File: src/rtl/abrt_pkg.sv
package abrt_pkg;
  localparam int SRC_W      = 16;
  localparam int ADDR_W     = 8;
  localparam int CMD_W      = 9;
  localparam int CMD_RD_BIT = 8;
  localparam int BIT_HS_NORST  = 8;
  localparam int BIT_SB_NORST  = 9;
  localparam int BIT_RD10_NORST = 10;
  localparam int BIT_MST_OFF   = 11;
  localparam logic [ADDR_W-1:0] CLR_ADDR = 8'h54;
  localparam logic [ADDR_W-1:0] SRC_ADDR = 8'h80;
endpackage

File: src/rtl/abrt_cfg_check.sv
module abrt_cfg_check
  import abrt_pkg::*;
#(
  parameter int W = SRC_W
) (
  input  logic         cmd_valid_i,
  input  logic         cmd_rd_i,
  input  logic         cmd_sbyte_i,
  input  logic         cmd_hs_i,
  input  logic         restart_en_i,
  input  logic         addr10_i,
  input  logic         master_en_i,
  output logic [W-1:0] conflict_o
);
  always_comb begin
    conflict_o = '0;
    if (cmd_valid_i) begin
      conflict_o[BIT_MST_OFF]    = !master_en_i;
      conflict_o[BIT_SB_NORST]   = cmd_sbyte_i && !restart_en_i;
      conflict_o[BIT_HS_NORST]   = cmd_hs_i && !restart_en_i;
      conflict_o[BIT_RD10_NORST] = cmd_rd_i && addr10_i && !restart_en_i;
    end
  end
endmodule

File: src/rtl/abrt_prio_pick.sv
module abrt_prio_pick #(
  parameter int W = 16
) (
  input  logic [W-1:0] vec_i,
  output logic [W-1:0] pick_o,
  output logic         any_o
);
  logic [W:0] seen;
  assign seen[0] = 1'b0;
  // lowest index wins
  for (genvar i = 0; i < W; i++) begin : g_pick
    assign pick_o[i]  = vec_i[i] && !seen[i];
    assign seen[i+1]  = seen[i] || vec_i[i];
  end
  assign any_o = seen[W];
endmodule

File: src/rtl/abrt_src_latch.sv
module abrt_src_latch #(
  parameter int W = 16
) (
  input  logic         clk_i,
  input  logic         rst_ni,
  input  logic [W-1:0] pick_i,
  input  logic         any_i,
  input  logic         clr_i,
  output logic [W-1:0] src_o,
  output logic         abort_o,
  output logic         flush_o
);
  logic [W-1:0] src_q;
  logic         abort_q, flush_q;
  logic         capture;

  assign capture = any_i && (!abort_q || clr_i);

  always_ff @(posedge clk_i or negedge rst_ni) begin
    if (!rst_ni) begin
      src_q   <= '0;
      abort_q <= 1'b0;
      flush_q <= 1'b0;
    end else begin
      flush_q <= capture;
      if (capture) begin
        src_q   <= pick_i;
        abort_q <= 1'b1;
      end else if (clr_i) begin
        src_q   <= '0;
        abort_q <= 1'b0;
      end
    end
  end

  assign src_o   = src_q;
  assign abort_o = abort_q;
  assign flush_o = flush_q;

  AST_SRC_ONEHOT: assert property (@(posedge clk_i) disable iff (!rst_ni)
    $onehot0(src_q));
  AST_HOLD_FIRST: assert property (@(posedge clk_i) disable iff (!rst_ni)
    abort_q && !clr_i |=> $stable(src_q) && !flush_q);
  AST_FLUSH_AFTER_CAPTURE: assert property (@(posedge clk_i) disable iff (!rst_ni)
    any_i && (!abort_q || clr_i) |=> flush_q && abort_q);
  AST_CLEAR_EMPTY: assert property (@(posedge clk_i) disable iff (!rst_ni)
    clr_i && !any_i |=> !abort_q && (src_q == '0));
  AST_FLUSH_HAS_SRC: assert property (@(posedge clk_i) disable iff (!rst_ni)
    flush_q |-> (src_q != '0) && abort_q);
endmodule

File: src/rtl/abrt_capture.sv
module abrt_capture
  import abrt_pkg::*;
(
  input  logic              clk_i,
  input  logic              rst_ni,
  input  logic [SRC_W-1:0]  cause_i,
  input  logic              cmd_valid_i,
  input  logic [CMD_W-1:0]  cmd_word_i,
  input  logic              cmd_sbyte_i,
  input  logic              cmd_hs_i,
  input  logic              restart_en_i,
  input  logic              addr10_i,
  input  logic              master_en_i,
  input  logic              rd_en_i,
  input  logic [ADDR_W-1:0] rd_addr_i,
  output logic [SRC_W-1:0]  rd_data_o,
  input  logic              tx_push_i,
  input  logic              rx_push_i,
  output logic              tx_push_o,
  output logic              rx_push_o,
  output logic [SRC_W-1:0]  abort_src_o,
  output logic              abort_o,
  output logic              flush_o
);
  logic [SRC_W-1:0] conflict, all_causes, pick;
  logic             any_cause, clr;

  abrt_cfg_check #(.W(SRC_W)) u_cfg (
    .cmd_valid_i (cmd_valid_i),
    .cmd_rd_i    (cmd_word_i[CMD_RD_BIT]),
    .cmd_sbyte_i (cmd_sbyte_i),
    .cmd_hs_i    (cmd_hs_i),
    .restart_en_i(restart_en_i),
    .addr10_i    (addr10_i),
    .master_en_i (master_en_i),
    .conflict_o  (conflict)
  );

  assign all_causes = conflict | cause_i;

  abrt_prio_pick #(.W(SRC_W)) u_pick (
    .vec_i (all_causes),
    .pick_o(pick),
    .any_o (any_cause)
  );

  assign clr = rd_en_i && (rd_addr_i == CLR_ADDR);

  abrt_src_latch #(.W(SRC_W)) u_latch (
    .clk_i  (clk_i),
    .rst_ni (rst_ni),
    .pick_i (pick),
    .any_i  (any_cause),
    .clr_i  (clr),
    .src_o  (abort_src_o),
    .abort_o(abort_o),
    .flush_o(flush_o)
  );

  always_comb begin
    rd_data_o = '0;
    if (rd_addr_i == SRC_ADDR)      rd_data_o = abort_src_o;
    else if (rd_addr_i == CLR_ADDR) rd_data_o[0] = abort_o;
  end

  assign tx_push_o = tx_push_i && !flush_o;
  assign rx_push_o = rx_push_i && !flush_o;

  AST_MASTER_OFF_ABORTS: assert property (@(posedge clk_i) disable iff (!rst_ni)
    cmd_valid_i && !master_en_i && !abort_o |=> abort_o && flush_o);
endmodule

File: config.mk
export PLATFORM = sky130hd
export DESIGN_NAME = abrt_capture
export DESIGN_NICKNAME = d
export VERILOG_FILES = /design/src/rtl/abrt_pkg.sv /design/src/rtl/abrt_cfg_check.sv /design/src/rtl/abrt_prio_pick.sv /design/src/rtl/abrt_src_latch.sv /design/src/rtl/abrt_capture.sv
export SDC_FILE = /design/constraint.sdc
export NUM_CORES = 1
export LEC_CHECK = 0
export BUFFER_PORTS_ARGS = -buffer_cell sky130_fd_sc_hd__clkbuf_2
export CAP_MARGIN = 20
export CELL_PAD_IN_SITES_DETAIL_PLACEMENT = 1
export CELL_PAD_IN_SITES_GLOBAL_PLACEMENT = 2
export CORE_MARGIN = 4
export CORE_UTILIZATION = 23
export DETAILED_ROUTE_END_ITERATION = 6
export GPL_ROUTABILITY_DRIVEN = 0
export GPL_TIMING_DRIVEN = 0
export PLACE_DENSITY = 0.94
export SETUP_SLACK_MARGIN = 0.3
export SLEW_MARGIN = 20
export SYNTH_ARGS = -nofsm -noshare
export SYNTH_HDL_FRONTEND = slang
export SYNTH_SLANG_ARGS = --single-unit
export TNS_END_PERCENT = 1
File: constraint.sdc
create_clock -name clk_i -period 3.9 [get_ports clk_i]
set_clock_uncertainty 0.2 [all_clocks]
set_input_delay 0.39 -clock clk_i [delete_from_list [all_inputs] [get_ports clk_i]]
set_output_delay 0.39 -clock clk_i [all_outputs]
set_load 0.01 [all_outputs]
; Word-level counts from Yosys, hierarchy flattened
; Cells that the tools add are included.
[word_totals]
output_inout_bits = 36
register_bits = 18
inputBits = 44
elab_cells = 73
[classes]
mux = 8
bitwise = 1
eq_ne = 2
reduce_logical = 59
[ops]
columns = op, n
row1 = $mux 16, 2
row2 = $logic_and 1x1->1, 23
row3 = $logic_not 1->1, 19
row4 = $logic_or 1x1->1, 16
row5 = $or 12x16->16, 1
row6 = $mux 15, 1
row7 = $eq 8x7->1 const B, 1
row8 = $eq 8x8->1 const B, 1
row9 = $mux 1, 4
row10 = $mux 4, 1
row11 = $reduce_bool 2->1, 1

; Longest topological paths before layout
; Gate-level depths: netlist of the first run.
[logic_depth]
ltp_word = 21
ltp_mapped = 6
ltp_nobuf = 5

; Modules after synthesis
; A second synthesis of the first run with hierarchy kept.
[hier_totals]
hier_cells = 171
hier_area_um2 = 1555.2
[modules_own_cells]
columns = mod, seq_area_each_um2, cells_each, area_per_inst_um2, n_inst
row1 = abrt_src_latch, 450.4, 78, 900.9, 1
row2 = abrt_capture, 0.0, 42, 294.0, 1
row3 = abrt_prio_pick, 0.0, 34, 230.2, 1
row4 = abrt_cfg_check, 0.0, 17, 130.1, 1

; Least setup slack after synthesis of the first run
; No wires, ideal clock.
[synth_timing]
path_kind = input-to-output
start = input port rd_addr_i[1]
end = output port rd_data_o[10]
slack_ns = 1.636
arrival_time_ns = 1.674
path_stages = 4
n_path_buf = 1
required_ns = 3.310
path_cell_list = or4_4 nor4_4 clkbuf_1 and2_1
[synth_via]
elab_chain_cells = 2
[synth_lines]
columns = item, line
row1 = from (decl), abrt_capture.sv:15  ; input logic [ADDR_W-1:0] rd_addr_i,
row2 = $eq 8x8->1, abrt_capture.sv:62  ; if (rd_addr_i == SRC_ADDR) rd_data_o = abort_src_o;
row3 = $mux 15, abrt_capture.sv:62
row4 = to (decl), abrt_capture.sv:16  ; output logic [SRC_W-1:0] rd_data_o,
; Every way passes these cells.

; Worst setup path after layout of the first run
[layout_timing]
start = input port rd_addr_i[1]
end = output port rd_data_o[12]
; Same word-level chain as after synthesis.

==> results of run 1 <==
[final cells by class]
cell class | instances | area share [%]
Buffer | 2 | 0.9569
Clock buffer | 4 | 3.509
Inverter | 6 | 1.435
Multi-Input combinational cell | 80 | 37.96
Sequential cell | 18 | 28.71
Tap cell | 52 | 4.147
Timing Repair Buffer | 72 | 23.29
[metal layers]
metal  up-vias  part of all wire, %
met1       550                   43
met2        54                   46
met5         -                    0
met4         0                 0.90
li1        546                    -
met3         4                   10
[cell families after synthesis]
family	synth area share, %
DFF	41.57
and+or+nand+nor	31.64
AOI/OAI and AO/OA	23.33
buffers and inverters	3.464
[Yosys cell counts]
| cell type | n |
|---|---|
| nor2_1 | 10 |
| nand4b_1 | 3 |
| buf_6 | 1 |
| o21ai_1 | 1 |
| nand3_1 | 1 |
| a21oi_1 | 2 |
| inv_2 | 1 |
| a22o_1 | 9 |
| nor3_1 | 3 |
| o2111ai_1 | 1 |
| clkbuf_1 | 1 |
| o21a_1 | 1 |
| nor4_4 | 1 |
| a32o_1 | 8 |
| a22oi_1 | 1 |
| and2_1 | 16 |
| o21ai_0 | 1 |
| dfrtp_1 | 18 |
| nor4_2 | 1 |
| or4_4 | 1 |
| nand2b_1 | 2 |
| nor4_1 | 2 |
| nor3_4 | 2 |
| o31ai_4 | 2 |
| nand2_1 | 5 |
| inv_1 | 5 |
| or3_1 | 2 |
| a21o_1 | 1 |
| nor2b_1 | 4 |
[power by group through the flow]
stage / Sequential (W) / Combinational, W / Clock [W]
6_report: 0.000192 / 0.0000533 / 0.000155
5_1_grt: 0.000192 / 0.0000604 / 0.000167
4_1_cts: 0.000192 / 0.0000543 / 0.000159
3_5_place_dp: 0.000196 / 0.0000534 / 0
3_3_place_gp: 0.000195 / 0.0000519 / 0
2_1_floorplan: 0.000197 / 0.0000171 / 0
[through the flow]
stage / area (µm²) / hold WS (ns)
finish: 1569 / 0.2128
global route: 1569 / 0.2152
CTS: 1569 / 0.2092
detailed placement: 1504 / 0.1671
global placement: 1504 / 0.1656
floorplan: 1084 / -0.1056
[worst paths after layout]
kind | depth (start not counted) | endpoint | slack (ns) | startpoint
worst max-delay path | 6 | rd_data_o[12] | 1.17 | rd_addr_i[1]
worst min-delay path | 3 | u_latch.abort_o$_DFFE_PN0P_ | 0.21 | cause_i[15]
worst max register to register | 4 | u_latch.src_o[1]$_DFFE_PN0P_ | 2.38 | u_latch.abort_o$_DFFE_PN0P_
worst min register to register | 1 | u_latch.src_o[14]$_DFFE_PN0P_ | 0.33 | u_latch.src_o[14]$_DFFE_PN0P_
max in group asynchronous | 2 | u_latch.flush_o$_DFF_PN0_ | 2.76 | rst_ni
min in group asynchronous | 2 | u_latch.src_o[7]$_DFFE_PN0P_ | 0.42 | rst_ni
[worst min-delay path: stages]
cell	delay (ns)
clkbuf_2	0.10
nor3_1	0.07
nand2_1	0.07
[state kept, by name, indices dropped and copies added, names as in the netlist]
name	cells
u_latch.flush_o	1
u_latch.abort_o	1
u_latch.src_o	16
==> results.toml, run 1 <==
[grt]
grt_pass1_wl_um = 6009
antenna_found_initial = 0
gr-total-overflow = 0
grt_max_degree = 19
grt.total_usage_pct = 12.28
grt_util_met2_pct = 20.56
gr-usage-met3_pct = 4.610
grt_pass1_vias = 1250
top_usage_layer = "met2"
grt_use_met1_pct = 14.73

[power_and_ir_drop]
leakagePower_nw = 0.8061
seq_power_share_pct = 48.0
switching_share_pct = 24.04
p_per_area_nw_per_um2 = 254.8
power_switching_w = 0.00009612
peakVddDrop_mv = 0.1109
comb_power_share_pct = 13.3
total_power_w = 0.0003998
pwr-share-clk_pct = 38.7
p_int_w = 0.0003037

[synthesis]
synth.top_cell.area_share_pct = 41.57
yosysSeqAreaShare_pct = 41.57
ys_warn_count = 0
synth_top_area_cell = "dfrtp_1"
ys_types = 29
synthCells = 106
synth_area_leaders = "dfrtp_1, and2_1, a32o_1"
synth_nets = 150
synth.avg_cell_area_um2 = 10.22
ys_seq_elements = 18
synth_area_um2 = 1084

[clocking]
numCtsBuffers = 3
clk_latency_ns = 0.25
clock-root-buffer = "clkbuf_8"
clkSinkCount = 18
clkSlewWorstSetupHoldPaths_ns = 0.07
cts_tree = "built"
postCtsSetupBuffers = 0
cts_buffer_depth = 2
ctsResizeCount = 0
holdBufCountCts = 1
cts_max_level = 1

[finish]
final_common_cell = "clkbuf_2"
ff_latch_area_um2 = 450.4
layout_common_cells = "clkbuf_2, dfrtp_1, and2_1"
fillers = 552
drive_gt1_share_pct = 46.15
area_delta_synth_final_pct = 44.80
nets = 227
final_util_pct = 35.30
multi_input_area_um2 = 595.6
stdcell_count = 234
antenna_cells = 0

[worst_setup_path]
critPathSlowestCell = "or4_4"
cp_max_fo = 10
worstSetupStartpointType = "input pin"
worst_path_most_repeated_cell = "clkbuf_2"
worst-endpoint-required_ns = 3.31
path_class = "input pin to primary output"
path_buf_inv = 3
arrival_ns = 2.14
crit_path_end_kind = "primary output"
cp_cell_sequence = "clkbuf_2 > or4_4 > nor4_4 > clkbuf_1 > and2_1 > clkbuf_2"
cp_top_family = "simple AND/OR/NAND/NOR gates"
max_stage_delay_ns = 0.57

[run_status]
status = "finished, final reports clean"

[timing]
worst_slew_pin_slew_ns = 0.6057
fmax_mhz = 366.7
rsz0062_at_grt = "false"
hold_viol = 0
setup_tns_ns = 0
period_share_pct = 69.93
setup_viol = 0
maxSlewViolCount = 0
max_slew_margin_pct = 59.58
layout_setup_ws_ns = 1.173
period_needed_ns = 2.727

[drt]
dr.pass1.iters = 4
drcViolationCount = 0
routed_wl_um = 3427
ant_nets = 0
drt_iter0_drc = 16
wl_per_cell_um = 14.65
vias = 1154
viasPerCell = 4.932

[die]
rows = 24
die_h_um = 76.64
start_util_pct = 24.38
chipWidth_um = 76.64
die-area_um2 = 5873
ioPinCount = 80
core_um2 = 4444

[placement]
dp_hpwl_um = 2893
dpl.cell_count = 229
io_buffers = 71
dpl_worst_slack_ns = 1.091

[run]
drv_cap = 0

[worst_hold_path]
hold_path_class = "input pin to register"
Note: power is estimated with default switching activity, not from simulation.
==> run 2: changes to the inputs <==
--- a/config.mk
+++ b/config.mk
@@ -5,16 +5,17 @@
 export SDC_FILE = /design/constraint.sdc
 export NUM_CORES = 1
 export LEC_CHECK = 0
+export ABC_AREA = 1
 export BUFFER_PORTS_ARGS = -buffer_cell sky130_fd_sc_hd__clkbuf_2
 export CAP_MARGIN = 20
 export CELL_PAD_IN_SITES_DETAIL_PLACEMENT = 1
 export CELL_PAD_IN_SITES_GLOBAL_PLACEMENT = 2
 export CORE_MARGIN = 4
-export CORE_UTILIZATION = 23
+export CORE_UTILIZATION = 19
 export DETAILED_ROUTE_END_ITERATION = 6
 export GPL_ROUTABILITY_DRIVEN = 0
 export GPL_TIMING_DRIVEN = 0
-export PLACE_DENSITY = 0.94
+export PLACE_DENSITY = 0.86
 export SETUP_SLACK_MARGIN = 0.3
 export SLEW_MARGIN = 20
 export SYNTH_ARGS = -nofsm -noshare
==> constraint.sdc (replaced) <==
create_clock -name clk_i -period 2.25 [get_ports clk_i]
set_clock_uncertainty 0.2 [all_clocks]
set_input_delay 0.225 -clock clk_i [delete_from_list [all_inputs] [get_ports clk_i]]
set_output_delay 0.225 -clock clk_i [all_outputs]
set_load 0.01 [all_outputs]
==> run 2 against run 1 <==
  * Register-to-register slack worse by 1.4 ns
  * Flip-flop and latch count stayed put
  * Sequential power rose by 96%
  * Critical path type is now input pin to register
  * Worst setup slack got worse by 0.75 ns
  * Power is 96% higher
  * Synthesized cell count grew 51%
  * Cell area rose by 16%
  * Final cell count grew 35%
  * Non-clock buffer count is 10 higher
==> results.toml, run 2 <==
[grt]
grt_pass1_vias = 1283
antenna_found_initial = 0
gr-total-overflow = 0
grt.total_usage_pct = 9.799
grt_max_degree = 19
grt_pass1_wl_um = 5837

[die]
chipWidth_um = 88.13
start_util_pct = 20.13
rows = 28
die-area_um2 = 7767
ioPinCount = 80
die_h_um = 88.13
core_um2 = 6061

[worst_setup_path]
cp_max_fo = 10
path_class = "input pin to register"
arrival_ns = 1.78
worstSetupStartpointType = "input pin"
worst-endpoint-required_ns = 2.20
crit_path_end_kind = "register"

[timing]
setup_viol = 0
period_share_pct = 81.33
rsz0062_at_grt = "true"
maxSlewViolCount = 0
period_needed_ns = 1.830
max_slew_margin_pct = 70.03
fmax_mhz = 546.5
setup_tns_ns = 0
worst_slew_pin_slew_ns = 0.4496
hold_viol = 0

[synthesis]
synth_edf_count = 0
yosysSeqAreaShare_pct = 36.92
synth.most_common_cell = "inv_1"
ys_warn_count = 0
synth.avg_cell_area_um2 = 7.625
synth_area_leaders = "dfrtp_1, inv_1, nand2_1"
synth_area_um2 = 1220
ys_seq_elements = 18
synth_ff_type = "dfrtp_1"
synth_nets = 204
ys_types = 28
async_flop_share_pct = 100.0
synth_top_area_cell = "dfrtp_1"
synth.top_cell.area_share_pct = 36.92
synth_common_cells = "inv_1, nand2_1, nor2_1"
synthCells = 160

[power_and_ir_drop]
seq_power_share_pct = 48.1
leakagePower_nw = 0.9863
pwr-share-clk_pct = 28.3
switching_share_pct = 29.96
p_per_area_nw_per_um2 = 432.6
peakVddDrop_mv = 0.1781
p_int_w = 0.0005494
power_switching_w = 0.0002350
comb_power_share_pct = 23.6

[clocking]
numCtsBuffers = 3
clkSlewWorstSetupHoldPaths_ns = 0.07
cts_tree = "built"
clk_latency_ns = 0.25
clock-root-buffer = "clkbuf_8"
cts_max_level = 1
clkSinkCount = 18
cts_buffer_depth = 2

[finish]
fin_area_um2 = 1813
area_delta_synth_final_pct = 48.62
fillers = 781
drive_gt1_share_pct = 44.21
stdcell_count = 317
final_common_cell = "clkbuf_2"
layout_common_cells = "clkbuf_2, inv_1, nor2_1, nand2_1, dfrtp_1"
largest_reg_flops = 16
antenna_cells = 0
final_util_pct = 29.91
nets = 288

[placement]
io_buffers = 71
dpl.cell_count = 306
dpl_cell_area_um2 = 1669
dp_hpwl_um = 3242

[drt]
ant_nets = 0
vias = 1343
drt_iter0_drc = 32
drcViolationCount = 0
viasPerCell = 4.237
routed_wl_um = 3874
wl_per_cell_um = 12.22
dr.pass1.iters = 4

[worst_hold_path]
hold_path_class = "input pin to register"

[run_status]
status = "finished, final reports clean"

[run]
drv_cap = 0
[run 2: worst paths after layout]
kind | start | endpoint | slack (ns) | cells past startpoint
setup / recovery | rd_addr_i[1] | u_latch.src_o[9]$_DFFE_PN0P_ | 0.42 | 10
hold / removal | cause_i[6] | u_latch.src_o[6]$_DFFE_PN0P_ | 0.02 | 3
setup reg to reg | u_latch.abort_o$_DFFE_PN0P_ | u_latch.src_o[9]$_DFFE_PN0P_ | 0.95 | 5
hold reg to reg | u_latch.src_o[1]$_DFFE_PN0P_ | u_latch.src_o[1]$_DFFE_PN0P_ | 0.33 | 2
max in group asynchronous | rst_ni | u_latch.src_o[13]$_DFFE_PN0P_ | 1.28 | 2
min in group asynchronous | rst_ni | u_latch.src_o[2]$_DFFE_PN0P_ | 0.26 | 2
[run 2: per-layer routing]
metal,GRT usage [%],routed length (µm),vias up,share of wire (%)
li1,-,-,675,-
met1,12.00,1565,611,40
met2,16.23,1891,48,49
met3,1.693,290,9,7.5
met4,5.495,127,0,3.3
met5,0,0,-,0
[run 2: cell families (layout without fill, tap and decap cells)]
kind of cell           after synthesis  count (layout)  synth area share [%]
buffers and inverters               41             123                 14.05
AOI/OAI and AO/OA                    3               3                 1.949
DFF                                 18              18                 36.92
and+or+nand+nor                     98              98                 47.08
[run 2: cell type report]
cell class	instances	area (µm²)	area share, %
Buffer	5	45.04	2.484
Clock buffer	3	41.29	2.277
Inverter	36	135.1	7.453
Multi-Input combinational cell	101	629.4	34.71
Sequential cell	18	450.4	24.84
Tap cell	75	93.84	5.176
Timing Repair Buffer	79	417.9	23.05
[run 2: timing repair]
item                                    4_1_cts  5_1_grt
endpoints found under the setup margin       10       23
gates resized for setup                       1        8
hold endpoints to repair                     18        0
hold buffers                                  1        0
setup buffers                                 0        7
pin swaps                                     1        6
[run 2: critical path: stages]
cell and delay (ns):
clkbuf_2 0.07, or2_1 0.22, or3_1 0.32, nor4_2 0.23, nand2_2 0.17, nand2_4 0.17
nand2_8 0.09, buf_12 0.16, nand3_2 0.06, nand2_1 0.05
[run 2: power by group through the flow]
stage	registers, W	clock network, W	logic (W)
2_1_floorplan	0.000392	0	0.0000776
3_3_place_gp	0.000382	0	0.000177
3_5_place_dp	0.000384	0	0.000180
4_1_cts	0.000378	0.000229	0.000182
5_1_grt	0.000381	0.000244	0.000207
6_report	0.000377	0.000222	0.000185
[run 2: per-stage QoR]
step	total power, W	hold WS [ns]	setup WS, ns
2_1_floorplan	0.0004695	-0.2706	0.3585
3_3_place_gp	0.0005589	-0.01317	0.08534
3_5_place_dp	0.0005636	-0.01102	0.07881
4_1_cts	0.0007892	0.02032	0.3006
5_1_grt	0.0008319	0.04740	0.2814
6_report	0.0007844	0.01808	0.4202
==> run 3: changes to the inputs <==
--- a/config.mk
+++ b/config.mk
@@ -11,11 +11,11 @@
 export CELL_PAD_IN_SITES_DETAIL_PLACEMENT = 1
 export CELL_PAD_IN_SITES_GLOBAL_PLACEMENT = 2
 export CORE_MARGIN = 4
-export CORE_UTILIZATION = 19
+export CORE_UTILIZATION = 21
 export DETAILED_ROUTE_END_ITERATION = 6
 export GPL_ROUTABILITY_DRIVEN = 0
 export GPL_TIMING_DRIVEN = 0
-export PLACE_DENSITY = 0.86
+export PLACE_DENSITY = 0.89
 export SETUP_SLACK_MARGIN = 0.3
 export SLEW_MARGIN = 20
 export SYNTH_ARGS = -nofsm -noshare
==> constraint.sdc (replaced) <==
create_clock -name clk_i -period 1.7 [get_ports clk_i]
set_clock_uncertainty 0.2 [all_clocks]
set_input_delay 0.17 -clock clk_i [delete_from_list [all_inputs] [get_ports clk_i]]
set_output_delay 0.17 -clock clk_i [all_outputs]
set_load 0.01 [all_outputs]
==> run 3 against run 2 <==
  * Via count grew 1.9%
  * Power is 36% higher
  * First-iteration DRC count increased by 19%
  * Flip-flop and latch count did not move
  * Cell area increased by 10%
  * Highest routed layer unchanged
  * Utilization up 6.0 points
  * Sequential share of layout area shrank 2.3 points
  * Register-to-register slack worse by 0.46 ns
  * Global-route usage rose by 2.0 points
  * Combinational power grew 52%
  * Non-clock buffer count grew 8
  * Sequential power up 32%
==> results.toml, run 3 (synthesized netlist as in run 2, its figures left out) <==
[run_status]
status = "finished, final reports clean"

[die]
die-area_um2 = 7092
die_h_um = 84.22
rows = 27
chipWidth_um = 84.22
core_um2 = 5574
start_util_pct = 21.89
ioPinCount = 80

[power_and_ir_drop]
peakVddDrop_mv = 0.2354
total_power_w = 0.001070
leakagePower_nw = 1.057
p_per_area_nw_per_um2 = 535.3

[timing]
hold_ws_ns = 0.009778
fmax_mhz = 589.1
hold_viol = 0
setup_viol = 0
period_share_pct = 99.85
period_needed_ns = 1.697
maxSlewViolCount = 0
max_slew_margin_pct = 70.94
rsz0062_at_grt = "true"
worst_slew_pin_slew_ns = 0.4360

[finish]
drive_gt1_share_pct = 50.80
nets = 296
ff_latch_area_um2 = 450.4
area_delta_synth_final_pct = 63.90
layout_common_cells = "clkbuf_2, inv_1, nand2_1"
stdcell_count = 322
multi_input_area_um2 = 709.4
final_common_cell = "clkbuf_2"
largest_reg_flops = 16
fillers = 700
antenna_cells = 0

[worst_setup_path]
path_class = "input pin to register"
worstSetupStartpointType = "input pin"
worst-endpoint-required_ns = 1.64
rrSetupSlack_ns = 0.49
ff2ff_path_depth = 5
arrival_ns = 1.64
crit_path_end_kind = "register"
r2r_start = "u_latch.abort_o$_DFFE_PN0P_"
reg2reg_to = "u_latch.src_o[4]$_DFFE_PN0P_"
cp_max_fo = 8

[clocking]
clk_latency_ns = 0.25
cts_max_level = 1
clock-root-buffer = "clkbuf_8"
clkSlewWorstSetupHoldPaths_ns = 0.06
cts_tree = "built"
clkSinkCount = 18
cts_buffer_depth = 2
numCtsBuffers = 3

[grt]
grt_pass1_wl_um = 6941
grt.total_usage_pct = 11.75
top_usage_layer = "met2"
grt_max_degree = 19
antenna_found_initial = 0
grt_use_met1_pct = 14.43
grt_pass1_vias = 1513
grt_util_met2_pct = 20.73
gr-total-overflow = 0
gr-usage-met3_pct = 1.668

[placement]
dpl.cell_count = 303
dp_hpwl_um = 3208
io_buffers = 71

[drt]
wl_per_cell_um = 12.46
drcViolationCount = 0
drt_iter0_drc = 38
vias = 1368
routed_wl_um = 4012
ant_nets = 0
dr.pass1.iters = 3
viasPerCell = 4.248

[worst_hold_path]
min_to = "u_latch.src_o[14]$_DFFE_PN0P_"
hold_start = "cause_i[14]"
hold_depth = 3
hold_path_class = "input pin to register"

[run]
drv_cap = 0
## run 3: changes by cell type in the layout (fill, tap and decap cells not counted), moves of 4 or more
cell and change:
nor2_1 -9, nor2_2 +5, dlygate4sd3_1 +4, nor2_4 +4
## run 3: layout make-up
| cell class | count | share of cell area (%) |
|---|---|---|
| multi-input cells | 101 | 35.48 |
| repair buffers | 87 | 25.03 |
| flip-flops and latches | 18 | 22.53 |
| inverters | 36 | 6.758 |
| well taps | 72 | 4.506 |
| plain buffers | 5 | 3.630 |
| clock buffers | 3 | 2.065 |
## run 3: metrics by stage
step           utilization, %  setup TNS [ns]  setup WS [ns]  area, µm²
2_1_floorplan               -          -1.340        -0.1324       1220
3_3_place_gp            29.88          -8.063        -0.4051       1665
3_5_place_dp            29.88          -9.169        -0.4356       1665
4_1_cts                 35.17         -0.9416       -0.07123       1961
5_1_grt                 35.87          -2.148        -0.1234       1999
6_report                35.87               0       0.002598       1999
## run 3: how the worst max path moves through the flow
stage	start	endpoint	slack, ns	cells after the start
2_1_floorplan	rd_addr_i[1]	u_latch.src_o[6]$_DFFE_PN0P_	-0.13	9
3_3_place_gp	rd_addr_i[1]	u_latch.src_o[10]$_DFFE_PN0P_	-0.41	10
3_5_place_dp	rd_addr_i[1]	u_latch.src_o[9]$_DFFE_PN0P_	-0.44	10
4_1_cts	cause_i[1]	u_latch.src_o[12]$_DFFE_PN0P_	-0.07	13
5_1_grt	rd_addr_i[1]	u_latch.src_o[5]$_DFFE_PN0P_	-0.12	10
6_report	rd_addr_i[1]	u_latch.src_o[4]$_DFFE_PN0P_	0.003	10
## run 3: metal layers
layer	wire length (µm)	up-vias
met5	0	-
met4	61	0
met3	197	4
met2	2049	43
met1	1704	633
li1	-	688
## run 3: power by group
group | switching [W] | internal (W) | leakage (nW)
Sequential | 0.0000302 | 0.000466 | 0.243
Combinational | 0.000154 | 0.000127 | 0.792
Clock | 0.000135 | 0.000157 | 0.0216
## run 3: repair_timing
action,in CTS,in global routing
setup buffers,9,2
endpoints found under the hold margin,22,0
hold buffers,5,0
pin swaps,21,6
gates resized for setup,28,5
setup endpoints to repair,34,34
## run 3: critical path, cell delays in order
cell and delay [ns]:
clkbuf_2 0.08, or2_4 0.24, or3_4 0.34, nor4_4 0.18, nand2_2 0.16, nand2_4 0.14, nand2_8 0.07, buf_12 0.13
nand3_1 0.07, nand2_1 0.05
